### src/rtl/spi_tg_pkg.sv
package spi_tg_pkg;

    localparam int unsigned SCL_W   = 4;
    localparam int unsigned MAX_LEN = 7 << (1 << SCL_W);
    localparam int unsigned CNT_W   = $clog2(MAX_LEN + 1);
    localparam int unsigned N_DLY   = 3;
    localparam int unsigned DLY_LEAD  = 0;
    localparam int unsigned DLY_TRAIL = 1;
    localparam int unsigned DLY_GAP   = 2;

    typedef enum logic [2:0] {
        ST_IDLE,
        ST_LEAD,
        ST_ACT,
        ST_REST,
        ST_TRAIL,
        ST_GAP
    } tg_state_e;

    typedef struct packed {
        logic                             cpol;
        logic                             cpha;
        logic                             dbr;
        logic [1:0]                       smpl;
        logic [1:0]                       br_pre;
        logic [SCL_W-1:0]                 br_scl;
        logic [N_DLY-1:0][1:0]            d_pre;
        logic [N_DLY-1:0][SCL_W-1:0]      d_scl;
    } tg_cfg_t;

endpackage

### src/rtl/spi_tg_len.sv
module spi_tg_len
    import spi_tg_pkg::*;
#(
    parameter bit IS_BAUD = 1'b0
) (
    input  logic [1:0]       pre_i,
    input  logic [SCL_W-1:0] scl_i,
    input  logic             half_i,
    output logic [CNT_W-1:0] len_o
);

    logic [2:0]     pre_v;
    logic [SCL_W:0] shamt;

    always_comb begin
        case (pre_i)
            2'd0:    pre_v = IS_BAUD ? 3'd2 : 3'd1;
            2'd1:    pre_v = 3'd3;
            2'd2:    pre_v = 3'd5;
            default: pre_v = 3'd7;
        endcase
        shamt = {1'b0, scl_i} + (SCL_W + 1)'(1)
              - {{SCL_W{1'b0}}, (IS_BAUD && half_i)};
        len_o = CNT_W'(pre_v) << shamt;
    end

endmodule

### src/rtl/spi_tg_seq.sv
module spi_tg_seq
    import spi_tg_pkg::*;
#(
    parameter int unsigned FLEN_W = 4
) (
    input  logic                        clk,
    input  logic                        rst_n,
    input  logic                        start_i,
    input  logic [FLEN_W-1:0]           flen_i,
    input  tg_cfg_t                     cfg_i,
    input  logic [CNT_W-1:0]            per_len_i,
    input  logic [N_DLY-1:0][CNT_W-1:0] dly_len_i,
    output tg_cfg_t                     cfg_eff_o,
    output tg_cfg_t                     cfg_run_o,
    output logic                        sck_o,
    output logic                        cs_act_o,
    output logic                        busy_o,
    output logic                        lead_o,
    output logic                        trail_o,
    output logic [N_DLY:0]              done_o
);

    typedef struct packed {
        tg_state_e          st;
        logic [CNT_W-1:0]   cnt;
        logic [FLEN_W-1:0]  bits;
        logic [FLEN_W-1:0]  flen;
        logic               sck;
        logic               lead;
        logic               trail;
        logic [N_DLY:0]     done;
        tg_cfg_t            cfg;
    } seq_t;

    seq_t             cur_q;
    seq_t             nxt_d;
    logic [CNT_W-1:0] hi_len;
    logic [CNT_W-1:0] lo_len;
    logic             cnt_zero;

    assign hi_len   = per_len_i >> 1;
    assign lo_len   = per_len_i - hi_len;
    assign cnt_zero = (cur_q.cnt == '0);

    always_comb begin
        nxt_d       = cur_q;
        nxt_d.lead  = 1'b0;
        nxt_d.trail = 1'b0;
        nxt_d.done  = '0;
        nxt_d.cnt   = cur_q.cnt - CNT_W'(1);
        case (cur_q.st)
            ST_IDLE: begin
                nxt_d.sck = cfg_i.cpol;
                nxt_d.cnt = cur_q.cnt;
                if (start_i) begin
                    nxt_d.st   = ST_LEAD;
                    nxt_d.cfg  = cfg_i;
                    nxt_d.flen = flen_i;
                    nxt_d.bits = '0;
                    nxt_d.cnt  = dly_len_i[DLY_LEAD] - CNT_W'(1);
                end
            end
            ST_LEAD: begin
                if (cnt_zero) begin
                    nxt_d.st      = ST_ACT;
                    nxt_d.cnt     = hi_len - CNT_W'(1);
                    nxt_d.sck     = ~cur_q.cfg.cpol;
                    nxt_d.lead    = 1'b1;
                    nxt_d.done[0] = 1'b1;
                end
            end
            ST_ACT: begin
                if (cnt_zero) begin
                    nxt_d.st    = ST_REST;
                    nxt_d.cnt   = lo_len - CNT_W'(1);
                    nxt_d.sck   = cur_q.cfg.cpol;
                    nxt_d.trail = 1'b1;
                end
            end
            ST_REST: begin
                if (cnt_zero) begin
                    if (cur_q.bits == cur_q.flen) begin
                        nxt_d.st      = ST_TRAIL;
                        nxt_d.cnt     = dly_len_i[DLY_TRAIL] - CNT_W'(1);
                        nxt_d.done[1] = 1'b1;
                    end else begin
                        nxt_d.st   = ST_ACT;
                        nxt_d.bits = cur_q.bits + FLEN_W'(1);
                        nxt_d.cnt  = hi_len - CNT_W'(1);
                        nxt_d.sck  = ~cur_q.cfg.cpol;
                        nxt_d.lead = 1'b1;
                    end
                end
            end
            ST_TRAIL: begin
                if (cnt_zero) begin
                    nxt_d.st      = ST_GAP;
                    nxt_d.cnt     = dly_len_i[DLY_GAP] - CNT_W'(1);
                    nxt_d.done[2] = 1'b1;
                end
            end
            ST_GAP: begin
                if (cnt_zero) begin
                    nxt_d.st      = ST_IDLE;
                    nxt_d.cnt     = '0;
                    nxt_d.done[3] = 1'b1;
                end
            end
            default: begin
                nxt_d.st  = ST_IDLE;
                nxt_d.cnt = '0;
            end
        endcase
    end

    always_ff @(posedge clk or negedge rst_n) begin
        if (!rst_n) begin
            cur_q <= '0;
        end else begin
            cur_q <= nxt_d;
        end
    end

    assign cfg_eff_o = (cur_q.st == ST_IDLE) ? cfg_i : cur_q.cfg;
    assign cfg_run_o = cur_q.cfg;
    assign sck_o     = cur_q.sck;
    assign cs_act_o  = (cur_q.st == ST_LEAD) || (cur_q.st == ST_ACT) ||
                       (cur_q.st == ST_REST) || (cur_q.st == ST_TRAIL);
    assign busy_o    = (cur_q.st != ST_IDLE);
    assign lead_o    = cur_q.lead;
    assign trail_o   = cur_q.trail;
    assign done_o    = cur_q.done;

    p_sck_rest_level_r5: assert property (@(posedge clk) disable iff (!rst_n)
        (cur_q.st inside {ST_LEAD, ST_REST, ST_TRAIL, ST_GAP}) |-> (cur_q.sck == cur_q.cfg.cpol));

    p_edges_apart_r6: assert property (@(posedge clk) disable iff (!rst_n)
        !(cur_q.lead && cur_q.trail));

    p_done_single_r8: assert property (@(posedge clk) disable iff (!rst_n)
        $onehot0(cur_q.done));

    p_frame_needs_start_r9: assert property (@(posedge clk) disable iff (!rst_n)
        $rose(cs_act_o) |-> $past(start_i));

    p_active_half_r2: assert property (@(posedge clk) disable iff (!rst_n)
        (cur_q.st == ST_ACT) |-> (cur_q.cnt < hi_len));

    p_rest_half_r2: assert property (@(posedge clk) disable iff (!rst_n)
        (cur_q.st == ST_REST) |-> (cur_q.cnt < lo_len));

    p_bits_bound_r10: assert property (@(posedge clk) disable iff (!rst_n)
        (cur_q.st inside {ST_ACT, ST_REST}) |-> (cur_q.bits <= cur_q.flen));

endmodule

### src/rtl/spi_tg_strobe.sv
module spi_tg_strobe (
    input  logic       clk,
    input  logic       rst_n,
    input  logic       lead_i,
    input  logic       trail_i,
    input  logic       cpha_i,
    input  logic [1:0] smpl_i,
    output logic       shift_o,
    output logic       sample_o
);

    typedef struct packed {
        logic d1;
        logic d2;
    } dly_t;

    dly_t dly_q;
    dly_t dly_d;
    logic cap;

    assign cap     = cpha_i ? trail_i : lead_i;
    assign shift_o = cpha_i ? lead_i  : trail_i;

    always_comb begin
        dly_d.d1 = cap;
        dly_d.d2 = dly_q.d1;
        case (smpl_i)
            2'd1:    sample_o = dly_q.d1;
            2'd2:    sample_o = dly_q.d2;
            default: sample_o = cap;
        endcase
    end

    always_ff @(posedge clk or negedge rst_n) begin
        if (!rst_n) begin
            dly_q <= '0;
        end else begin
            dly_q <= dly_d;
        end
    end

    p_sample_now_r7: assert property (@(posedge clk) disable iff (!rst_n)
        (cap && (smpl_i == 2'd0 || smpl_i == 2'd3)) |-> sample_o);

    p_sample_one_r7: assert property (@(posedge clk) disable iff (!rst_n)
        (cap && smpl_i == 2'd1) |=> sample_o);

    p_sample_two_r7: assert property (@(posedge clk) disable iff (!rst_n)
        (cap && smpl_i == 2'd2) |=> ##1 sample_o);

endmodule

### src/rtl/spi_timing_gen.sv
module spi_timing_gen
    import spi_tg_pkg::*;
#(
    parameter int unsigned FLEN_W = 4
) (
    input  logic              clk,
    input  logic              rst_n,
    input  logic              start,
    input  logic [FLEN_W-1:0] frame_len,
    input  logic              cpol,
    input  logic              cpha,
    input  logic              dbr,
    input  logic [1:0]        baud_pre,
    input  logic [SCL_W-1:0]  baud_scl,
    input  logic [1:0]        lead_pre,
    input  logic [SCL_W-1:0]  lead_scl,
    input  logic [1:0]        trail_pre,
    input  logic [SCL_W-1:0]  trail_scl,
    input  logic [1:0]        gap_pre,
    input  logic [SCL_W-1:0]  gap_scl,
    input  logic [1:0]        smpl_dly,
    output logic              sck,
    output logic              cs_act,
    output logic              busy,
    output logic              shift_stb,
    output logic              sample_stb,
    output logic              lead_done,
    output logic              bits_done,
    output logic              trail_done,
    output logic              gap_done
);

    tg_cfg_t                     cfg_in;
    tg_cfg_t                     cfg_eff;
    tg_cfg_t                     cfg_run;
    logic [CNT_W-1:0]            per_len;
    logic [N_DLY-1:0][CNT_W-1:0] dly_len;
    logic                        lead_e;
    logic                        trail_e;
    logic [N_DLY:0]              done;

    always_comb begin
        cfg_in.cpol             = cpol;
        cfg_in.cpha             = cpha;
        cfg_in.dbr              = dbr;
        cfg_in.smpl             = smpl_dly;
        cfg_in.br_pre           = baud_pre;
        cfg_in.br_scl           = baud_scl;
        cfg_in.d_pre[DLY_LEAD]  = lead_pre;
        cfg_in.d_scl[DLY_LEAD]  = lead_scl;
        cfg_in.d_pre[DLY_TRAIL] = trail_pre;
        cfg_in.d_scl[DLY_TRAIL] = trail_scl;
        cfg_in.d_pre[DLY_GAP]   = gap_pre;
        cfg_in.d_scl[DLY_GAP]   = gap_scl;
    end

    spi_tg_len #(.IS_BAUD(1'b1)) u_baud_len (
        .pre_i  (cfg_eff.br_pre),
        .scl_i  (cfg_eff.br_scl),
        .half_i (cfg_eff.dbr),
        .len_o  (per_len)
    );

    for (genvar g = 0; g < N_DLY; g++) begin : g_dly
        spi_tg_len #(.IS_BAUD(1'b0)) u_dly_len (
            .pre_i  (cfg_eff.d_pre[g]),
            .scl_i  (cfg_eff.d_scl[g]),
            .half_i (1'b0),
            .len_o  (dly_len[g])
        );
    end

    spi_tg_seq #(.FLEN_W(FLEN_W)) u_seq (
        .clk       (clk),
        .rst_n     (rst_n),
        .start_i   (start),
        .flen_i    (frame_len),
        .cfg_i     (cfg_in),
        .per_len_i (per_len),
        .dly_len_i (dly_len),
        .cfg_eff_o (cfg_eff),
        .cfg_run_o (cfg_run),
        .sck_o     (sck),
        .cs_act_o  (cs_act),
        .busy_o    (busy),
        .lead_o    (lead_e),
        .trail_o   (trail_e),
        .done_o    (done)
    );

    spi_tg_strobe u_strobe (
        .clk      (clk),
        .rst_n    (rst_n),
        .lead_i   (lead_e),
        .trail_i  (trail_e),
        .cpha_i   (cfg_run.cpha),
        .smpl_i   (cfg_run.smpl),
        .shift_o  (shift_stb),
        .sample_o (sample_stb)
    );

    assign lead_done  = done[0];
    assign bits_done  = done[1];
    assign trail_done = done[2];
    assign gap_done   = done[3];

    p_cs_inside_busy_r4: assert property (@(posedge clk) disable iff (!rst_n)
        cs_act |-> busy);

    p_strobes_in_frame_r6: assert property (@(posedge clk) disable iff (!rst_n)
        shift_stb |-> cs_act);

endmodule

### config.mk
export PLATFORM = sky130hd
export DESIGN_NAME = spi_timing_gen
export DESIGN_NICKNAME = d
export VERILOG_FILES = /design/src/rtl/spi_tg_pkg.sv /design/src/rtl/spi_tg_len.sv /design/src/rtl/spi_tg_seq.sv /design/src/rtl/spi_tg_strobe.sv /design/src/rtl/spi_timing_gen.sv
export SDC_FILE = /design/constraint.sdc
export NUM_CORES = 1
export LEC_CHECK = 0
export ABC_AREA = 1
export BUFFER_PORTS_ARGS = -buffer_cell sky130_fd_sc_hd__clkbuf_2
export CAP_MARGIN = 0
export CORE_MARGIN = 2
export CORE_UTILIZATION = 39
export DETAILED_ROUTE_END_ITERATION = 8
export HOLD_SLACK_MARGIN = 0.08
export SYNTH_ARGS = -nofsm -noshare
export SYNTH_HDL_FRONTEND = slang
export SYNTH_SLANG_ARGS = --single-unit
### constraint.sdc
create_clock -name clk -period 9.08 [get_ports clk]
set_input_delay 1.362 -clock clk [delete_from_list [all_inputs] [get_ports clk]]
set_output_delay 1.362 -clock clk [all_outputs]
set_load 0.02 [all_outputs]
==> flow_metrics.env, run 1 <==
export IMPL_status="finished clean"
export IMPL_critPathKind="reg -> reg"
export IMPL_hold_viol_final=0
export IMPL_drv_slew=0
export IMPL_gp_congestion=0.963
export IMPL_crit_start="u_seq.cur_q[65]"
export IMPL_area_growth_pct=8.66
export IMPL_die_area_mm2=0.0259
export IMPL_synthCells=1646
export IMPL_rr_startpoint="u_seq.cur_q[65]"
export IMPL_setup_viol=0
export IMPL_cp_max_fo=46
export IMPL_path_buf_inv=4
export IMPL_clockBufferDepth=2
export IMPL_cts_tree="done"
export IMPL_r2r_cells=27
export IMPL_grt_setup_unrepaired="false"
export IMPL_endpoint="u_seq.cur_q[55]"
export IMPL_vias=10500
export IMPL_min_period_ps=5800
export IMPL_critPathLaunchType="register"
export IMPL_grtUsageTotal_pct=24.6
export IMPL_grt_overflow=0
export IMPL_synth_top_cell_area_share_pct=19.6
export IMPL_fin_crit_sh_pct=63.9
export IMPL_place_port_buffers=44
export IMPL_drtPass1Iterations=5
export IMPL_post_cts_resize_count=0
export IMPL_crit_arrival_ps=6010
export IMPL_netlist_top_cells_area="nand2_1 (20%), dfrtp_1 (18%), inv_1 (8.7%)"
export IMPL_yosysWarnings=0
export IMPL_max_stage_delay_ps=500
export IMPL_core_area_mm2=0.0242
export IMPL_vias_per_cell=5.25
export IMPL_initial_core_util_pct=39.6
export IMPL_synth_edff_count=0
export IMPL_grt_pass1_vias=9861
export IMPL_cp_top_family="simple AND/OR/NAND/NOR gates"
export IMPL_fin_skew_ps=9.51
export IMPL_clock_sinks=68
export IMPL_synth_async_reset_ratio_pct=100
export IMPL_grt_pass1_wl_um=51300
export IMPL_path_depth=27
export IMPL_post_cts_buffers=0
export IMPL_seq_area_mm2=0.00170
export IMPL_worst_ep_required_time_ps=9290
export IMPL_r2r_end="u_seq.cur_q[55]"
export IMPL_yosys_area_top_type="nand2_1"
export IMPL_drcViolationCount=0
export IMPL_die_h_um=161
export IMPL_grt_max_degree=69
export IMPL_nets=1778
export IMPL_hp_start="u_strobe.dly_d[0]"
export IMPL_dpl_cell_area_mm2=0.0101
export IMPL_max_freq_mhz=172
export IMPL_syn_area_mm2=0.00960
export IMPL_avgSynthCellArea_um2=5.83
export IMPL_drv_cap=0
export IMPL_max_slew_worst_pin_slew_ps=1170
export IMPL_drive_gt1_share_pct=9.04
export IMPL_routed_wl_um=31800
export IMPL_cp_common_cell="nand2_1"
export IMPL_antenna_found_initial=0
export IMPL_finish_utilization_pct=43.0
export IMPL_crit_slowest_cell="nor2_4"
export IMPL_fillers=2662
export IMPL_ant_nets=0
export IMPL_fin_tns_setup_ps=0
export IMPL_synthFlopType="dfrtp_1"
export IMPL_n_antenna_cell=0
export IMPL_r2r_slack_ps=3280
export IMPL_syn_nets=1748
export IMPL_relSlewSlack_pct=22.0
export IMPL_ios=45
export IMPL_end_kind="register"
export IMPL_multiInputGateArea_mm2=0.00686
export IMPL_fp_dieW_um=161
export IMPL_final_area_mm2=0.0104
export IMPL_cts_max_level=3
export IMPL_synth_distinct_cells=57
export IMPL_ys_seq_area_share_pct=17.7
export IMPL_synthTopCellsByCount="nand2_1 (501), inv_1 (222), nor2_1 (190), nand3_1 (166), o21ai_0 (97)"
export IMPL_cts_buffers=9
export IMPL_root_buffer="clkbuf_16"
export IMPL_row_count=57
export IMPL_synth_seq_cells=68
export IMPL_synth_most_common_cell="nand2_1"
export IMPL_cts_clk_slew_worst_paths_ps=70
export IMPL_holdCritPathClass="reg -> reg"
export IMPL_drt_iter0_markers=970
export IMPL_hpwl_um=25700
export IMPL_post_drt_wl_per_cell_um=15.8
export IMPL_hold_buffers=0
export IMPL_clk_latency_ps=340
==> metal layers <==
metal | track usage (%) | vias to the layer above | part of all wire (%)
met2 | 39.8 | 303 | 44
met5 | 0 | - | 0
met4 | 7.95 | 0 | 3.2
met1 | 33.1 | 4820 | 46
met3 | 4.62 | 60 | 6.2
li1 | - | 5340 | -
==> kinds of logic after synthesis <==
family                     after synthesis  synth area share (%)
adders and majority gates               66                  8.68
buffers and inverters                  266                  10.9
DFF                                     68                  17.7
xor gates and xnor gates                49                  4.94
AOI/OAI and AO/OA                      222                  13.2
and+or+nand+nor                        975                  44.5
==> final cells by class <==
cell class                      count  area share, %
Clock buffer                       11           2.42
Clock inverter                      5          0.564
Inverter                          237           8.58
Multi-Input combinational cell   1312           65.8
Sequential cell                    68           16.3
Tap cell                          324           3.89
Timing Repair Buffer               48           2.42
==> flip-flops by register name, summed over array words and instances, names as in the netlist <==
signal and cells:
u_seq.lead_o 1, u_seq.done_o 4, u_seq.cfg_run_o 29, u_strobe.dly_q 1, u_seq.sck_o 1, u_seq.cur_q 30
u_seq.trail_o 1, u_strobe.dly_d 1
==> placed cells by master (no fill, tap or decap), types with 2 or more instances in the layout <==
cell type	Yosys	final
inv_1	222	222
o221ai_1	2	2
nor3_2	3	3
nor2_1	190	188
nand3_1	166	166
inv_2	11	11
nor2_4	5	6
o21ai_1	20	20
xnor2_1	9	9
a31oi_1	5	5
nor3_1	12	12
dfrtp_1	68	68
ha_1	65	65
nor4_1	3	3
o21ai_0	97	97
xor2_1	37	37
o211ai_1	8	8
buf_4	4	5
nand2_2	16	16
a21oi_1	59	59
clkbuf_8	0	2
clkbuf_2	0	43
o2111ai_1	3	3
and2_1	2	2
o21bai_1	3	3
inv_4	2	2
nand3b_1	13	13
o22ai_1	5	5
clkbuf_16	0	9
clkinv_1	2	2
clkinvlp_4	0	2
or2_2	6	6
nand3_2	12	12
o21ai_4	2	2
o21ai_2	7	7
nand4_1	29	29
nor2_2	12	13
nand2_1	501	501
==> worst min path at each step <==
stage / to / slack, ps / cells past startpoint
after floorplan: u_strobe.dly_q[0] / 350 / 0
after global placement: u_strobe.dly_q[0] / 360 / 0
after detailed placement: u_strobe.dly_q[0] / 360 / 0
after CTS: u_strobe.dly_q[0] / 370 / 0
after global routing: u_strobe.dly_q[0] / 370 / 0
final: u_strobe.dly_q[0] / 370 / 0
==> worst register-to-register path, cell delays in order (launching register included) <==
cell	delay (ps)
dfrtp_1	460
nor2_4	500
nand2_8	350
inv_4	220
nand2_1	60
o21ai_0	130
ha_1	250
ha_1	180
inv_1	60
ha_1	200
xnor2_1	220
nand2_2	190
nor2_1	380
inv_1	190
ha_1	400
inv_1	100
nand2_1	60
nand2_1	70
a31oi_1	190
nand2_1	130
a21oi_1	340
o21ai_0	160
or2_2	300
nand3_1	120
nand4_1	140
nand2_1	80
nand2_1	50
nand3b_1	160
==> through the flow <==
stage / setup slack [ps] / hold slack (ps) / cells
2_1_floorplan: 4050 / 354 / 1646
5_1_grt: 2790 / 373 / 2005
3_3_place_gp: 3430 / 362 / 1989
4_1_cts: 3340 / 368 / 2005
3_5_place_dp: 3340 / 361 / 1989
6_report: 3280 / 365 / 2005
Power of run 1 is not shown: default switching activity piles up to over one toggle a cycle in this logic, so the estimate is an artifact.
==> run 2, diff against run 1 <==
- clock period: 9.08 -> 5.9 ns (I/O delays scaled with it)
==> run 2 against run 1 <==
Effect of this change: utilization increased by 0.19 points; design area increased by 0.44%; global-route usage increased by 0.30 points; hold slack improved by 23 ps; die area unchanged; via count increased by 0.56%; sequential share of layout area decreased by 0.072 points; critical path depth increased by 3; non-clock buffer count increased by 5; critical endpoint is now u_seq.cur_q[60].
==> flow_metrics.env, run 2 (synthesis gave the netlist of run 1 again) <==
export IMPL_cp_max_fo=19
export IMPL_drcViolationCount=0
export IMPL_nets=1783
export IMPL_hold_buffers=0
export IMPL_status="finished clean"
export IMPL_min_period_ps=5140
export IMPL_ant_nets=0
export IMPL_crit_slowest_cell="dfrtp_1"
export IMPL_worst_ep_required_time_ps=6120
export IMPL_fin_tns_setup_ps=0
export IMPL_vias_per_cell=5.26
export IMPL_max_stage_delay_ps=460
export IMPL_grt_setup_unrepaired="false"
export IMPL_area_growth_pct=9.14
export IMPL_setup_viol=0
export IMPL_cts_max_level=3
export IMPL_drive_gt1_share_pct=9.25
export IMPL_clockBufferDepth=2
export IMPL_grt_pass1_vias=10000
export IMPL_die_h_um=161
export IMPL_drv_cap=0
export IMPL_relSlewSlack_pct=39.4
export IMPL_vias=10600
export IMPL_largest_register="u_seq.cur_q"
export IMPL_drt_iter0_markers=907
export IMPL_final_common_cell="nand2_1"
export IMPL_crit_arrival_ps=5360
export IMPL_max_freq_mhz=194
export IMPL_end_kind="register"
export IMPL_post_drt_wl_per_cell_um=15.9
export IMPL_fin_crit_sh_pct=87.2
export IMPL_row_count=57
export IMPL_grt_max_degree=69
export IMPL_max_slew_worst_pin_slew_ps=910
export IMPL_drv_slew=0
export IMPL_drtPass1Iterations=5
export IMPL_holdCritPathClass="reg -> reg"
export IMPL_fillers=2677
export IMPL_largest_register_ffs=30
export IMPL_grt_pass1_wl_um=51600
export IMPL_root_buffer="clkbuf_16"
export IMPL_post_cts_buffers=0
export IMPL_die_area_mm2=0.0259
export IMPL_routed_wl_um=32000
export IMPL_hold_viol_final=0
export IMPL_critPathLaunchType="register"
export IMPL_clk_latency_ps=340
export IMPL_hpwl_um=25900
export IMPL_cts_buffers=9
export IMPL_ios=45
export IMPL_cts_tree="done"
export IMPL_clock_sinks=68
export IMPL_place_port_buffers=44
export IMPL_layout_common_cells="nand2_1 (501), inv_1 (222), nor2_1 (188), nand3_1 (166), o21ai_0 (97)"
export IMPL_antenna_found_initial=0
export IMPL_gp_congestion=1.01
export IMPL_grtUsageTotal_pct=24.9
export IMPL_cp_common_cell="nand2_1"
export IMPL_cts_clk_slew_worst_paths_ps=60
export IMPL_post_cts_resize_count=0
export IMPL_fin_skew_ps=10.2
export IMPL_core_area_mm2=0.0242
export IMPL_initial_core_util_pct=39.6
export IMPL_critPathKind="reg -> reg"
export IMPL_fp_dieW_um=161
export IMPL_grt_overflow=0
## run 2: cell types whose count changed in the layout (fill, tap and decap cells not counted)
cell,previous run,this run
clkinv_2,1,3
diode_2,0,1
inv_6,1,0
clkbuf_8,2,1
bufinv_16,1,2
clkinvlp_4,2,0
clkbuf_1,0,1
buf_4,5,10
## run 2: per-layer routing
| layer | part of all wire, % | track usage [%] |
|---|---|---|
| met5 | 0 | 0 |
| met4 | 3.1 | 8.20 |
| met3 | 6.4 | 5.42 |
| met2 | 45 | 40.8 |
| met1 | 45 | 32.6 |
## run 2: worst paths after layout
kind / endpoint / cells past startpoint / start / slack (ps)
max: u_seq.cur_q[60] / 30 / u_seq.cur_q[65] / 760
min: u_strobe.dly_q[0] / 0 / u_strobe.dly_d[0] / 390
max reg2reg: u_seq.cur_q[60] / 30 / u_seq.cur_q[65] / 760
min reg2reg: u_strobe.dly_q[0] / 0 / u_strobe.dly_d[0] / 390
max in group asynchronous: u_seq.done_o[1] / 1 / rst_n / 4630
min in group asynchronous: u_seq.cfg_run_o[18] / 1 / rst_n / 690
## run 2: cell type report
type,instances,area (um^2),share of cell area (%)
diodes,1,2.50,0.0239
inverters,237,895,8.54
well taps,324,405,3.87
multi-input cells,1312,6860,65.5
repair buffers,53,290,2.77
flip-flops and latches,68,1700,16.2
clock buffers,11,243,2.32
clock inverters,5,75.1,0.717
## run 2: per-stage QoR
| step | util (%) | hold WS [ps] | area (um^2) | cells | setup slack (ps) |
|---|---|---|---|---|---|
| floorplan | - | 354 | 9600 | 1646 | 1150 |
| global placement | 41.9 | 363 | 10200 | 1994 | 796 |
| detailed placement | 41.9 | 380 | 10200 | 1994 | 694 |
| CTS | 43.2 | 384 | 10500 | 2010 | 774 |
| global route | 43.2 | 402 | 10500 | 2010 | 181 |
| finish | 43.2 | 388 | 10500 | 2011 | 755 |
## run 2: worst max-delay path, delay by kind of cell (launching register included)
family | cells | cell delay, ps
and+or+nand+nor | 15 | 1710
DFF | 1 | 460
adders and majority gates | 4 | 990
xor gates and xnor gates | 1 | 200
AOI/OAI and AO/OA | 6 | 1160
buffers and inverters | 4 | 470
Power of run 2 is left out for the same reason.
==> run 3, diff against run 2 <==
- ABC_AREA: 1 -> unset
==> run 3 against run 2 <==
Effect of this change: register-to-register slack worse by 260 ps; synthesized cell count down 19%; die area about the same; clock-buffer cell count shrank 2; sequential share of layout area grew 0.23 points; sequential cell count unchanged; hold slack lost 7.9 ps; utilization shrank 0.60 points; non-clock buffer count grew 8; first-iteration DRC count is 32% higher; design area is 1.4% lower.
==> flow_metrics.env, run 3 <==
export IMPL_row_count=57
export IMPL_p_comb_share_pct=62.8
export IMPL_place_ws_ps=436
export IMPL_final_common_cell="nand2_1"
export IMPL_seq_area_mm2=0.00170
export IMPL_drive_gt1_share_pct=9.43
export IMPL_die_h_um=161
export IMPL_post_cts_resize_count=0
export IMPL_end_kind="register"
export IMPL_post_cts_buffers=0
export IMPL_core_area_mm2=0.0242
export IMPL_p_switching_w=0.00170
export IMPL_cts_buffers=9
export IMPL_crit_arrival_ps=5630
export IMPL_place_port_buffers=44
export IMPL_fp_dieW_um=161
export IMPL_relSlewSlack_pct=28.6
export IMPL_setup_viol=0
export IMPL_synthCells=1332
export IMPL_syn_area_mm2=0.00959
export IMPL_yosys_area_top_type="dfrtp_1"
export IMPL_post_drt_wl_per_cell_um=20.2
export IMPL_p_int_w=0.00173
export IMPL_ys_seq_area_share_pct=17.7
export IMPL_gp_congestion=0.976
export IMPL_vias_per_cell=6.17
export IMPL_max_freq_mhz=185
export IMPL_layout_common_cells="nand2_1 (218), nor2_1 (108), o21ai_0 (80), a21oi_1 (74), dfrtp_1 (68)"
export IMPL_grt_setup_unrepaired="false"
export IMPL_grt_max_degree=69
export IMPL_layout_setup_ws_ps=497
export IMPL_p_seq_share_pct=20.1
export IMPL_p_total_w=0.00344
export IMPL_drv_slew=0
export IMPL_area_growth_pct=7.71
export IMPL_cts_tree="done"
export IMPL_initial_core_util_pct=39.5
export IMPL_clockPowerShare_pct=17.1
export IMPL_power_leakage_nw=4.38
export IMPL_fillers=2560
export IMPL_hold_buffers=0
export IMPL_drt_iter0_markers=1199
export IMPL_ant_nets=0
export IMPL_synth_async_reset_ratio_pct=100
export IMPL_cts_max_level=3
export IMPL_synth_top_cell_area_share_pct=17.7
export IMPL_power_per_cell_area_mw_per_mm2=333
export IMPL_grt_pass1_vias=9490
export IMPL_yosysWarnings=0
export IMPL_synth_most_common_cell="nand2_1"
export IMPL_holdCritPathClass="reg -> reg"
export IMPL_synth_seq_cells=68
export IMPL_synth_distinct_cells=91
export IMPL_drcViolationCount=0
export IMPL_grt_pass1_wl_um=52800
export IMPL_top_usage_layer="met2"
export IMPL_fin_crit_sh_pct=91.6
export IMPL_netlist_top_cells_area="dfrtp_1 (18%), nand2_1 (8.5%), ha_1 (8.5%)"
export IMPL_n_antenna_cell=0
export IMPL_synthTopCellsByCount="nand2_1 (218), nor2_1 (108), o21ai_0 (80), a21oi_1 (74), dfrtp_1 (68)"
export IMPL_syn_nets=1434
export IMPL_grtUsageTotal_pct=25.5
export IMPL_grtUsageMet2_pct=41.2
export IMPL_ios=45
export IMPL_nets=1433
export IMPL_critPathKind="reg -> reg"
export IMPL_fin_skew_ps=11.0
export IMPL_synthFlopType="dfrtp_1"
export IMPL_cts_clk_slew_worst_paths_ps=70
export IMPL_peakVddDrop_v=0.000128
export IMPL_fin_tns_setup_ps=0
export IMPL_routed_wl_um=33600
export IMPL_use_met3_pct=5.84
export IMPL_drv_cap=0
export IMPL_die_area_mm2=0.0259
export IMPL_hpwl_um=25100
export IMPL_multiInputGateArea_mm2=0.00731
export IMPL_clk_latency_ps=350
export IMPL_swShare_pct=49.6
export IMPL_avgSynthCellArea_um2=7.20
export IMPL_min_period_ps=5400
export IMPL_worst_ep_required_time_ps=6130
export IMPL_hold_viol_final=0
export IMPL_status="finished clean"
export IMPL_vias=10200
export IMPL_clockBufferDepth=2
export IMPL_root_buffer="clkbuf_16"
export IMPL_largest_register="u_seq.cur_q"
export IMPL_critPathLaunchType="register"
export IMPL_cp_max_fo=15
export IMPL_synth_edff_count=0
export IMPL_met1_usage_pct=33.0
export IMPL_drtPass1Iterations=6
export IMPL_grt_overflow=0
export IMPL_largest_register_ffs=30
export IMPL_max_slew_worst_pin_slew_ps=1060
export IMPL_clock_sinks=68
export IMPL_antenna_found_initial=0
## run 3: changes by cell type after synthesis, sizes merged, moves of 24 or more
cell	delta
clkbuf	+28
inv	-169
mux2i	+31
nand2	-301
nand3	-137
nor2	-99
nor2b	+24
nor3	+28
o21ai	-42
xnor2	+37
## run 3: metal layers
metal / share of wire [%] / wire (um)
met3: 7.1 / 2370
met1: 44 / 14700
met5: 0 / 0
met2: 45 / 15200
met4: 3.9 / 1320
## run 3: area by class of cell
cell class / instances / area share (%)
sequential: 68 / 16.5
multi-input combinational: 1125 / 70.8
clock buffer: 9 / 2.18
inverter: 66 / 2.42
timing repair buffer: 61 / 3.39
tap: 324 / 3.93
clock inverter: 7 / 0.800
## run 3: cells by family after synthesis
kind of cell / count (synthesis) / synth area share [%]
and+or+nand+nor: 555 / 28.0
buffers and inverters: 139 / 6.07
AOI/OAI and AO/OA: 391 / 28.2
DFF: 68 / 17.7
muxes: 46 / 5.16
adders and majority gates: 66 / 8.69
xor gates and xnor gates: 67 / 6.12
## run 3: power by group through the flow
stage	logic [W]	clock network (W)	registers (W)
after floorplan	0.00161	0	0.000649
after global placement	0.00209	0	0.000696
after detailed placement	0.00209	0	0.000695
after CTS	0.00211	0.000600	0.000687
after global routing	0.00236	0.000616	0.000708
final	0.00216	0.000589	0.000691
## run 3: per-stage QoR
stage               std cells  area, um^2  hold WS (ps)  utilization [%]
floorplan                1332        9590           354                -
global placement         1644       10000           359             41.3
detailed placement       1644       10000           363             41.3
CTS                      1660       10300           383             42.6
global route             1660       10300           389             42.6
finish                   1660       10300           380             42.6
## run 3: worst paths after layout
path,startpoint,to,slack [ps],depth (start not counted)
setup / recovery,u_seq.cur_q[65],u_seq.cur_q[62],500,22
hold / removal,u_strobe.dly_d[0],u_strobe.dly_q[0],380,0
setup reg to reg,u_seq.cur_q[65],u_seq.cur_q[62],500,22
hold reg to reg,u_strobe.dly_d[0],u_strobe.dly_q[0],380,0
max in group asynchronous,rst_n,u_seq.cur_q[47],4600,1
min in group asynchronous,rst_n,u_seq.cfg_run_o[28],680,1
## run 3: worst max-delay path, stage by stage, from the launching register on
cell and delay, ps:
dfrtp_1 400, nor3_4 260, buf_4 260, nand2_1 70, nand2_1 80, ha_1 160
ha_1 190, inv_1 70, ha_1 230, xnor2_1 370, mux2_2 390, nor2_1 220
inv_1 170, ha_1 410, nand2b_1 140, a21oi_1 70, o31a_1 260, a2111oi_0 430
a21oi_1 200, a221o_1 350, nand2_1 100, mux2i_1 70, a311o_1 350
(Power assumes the default switching activity.)
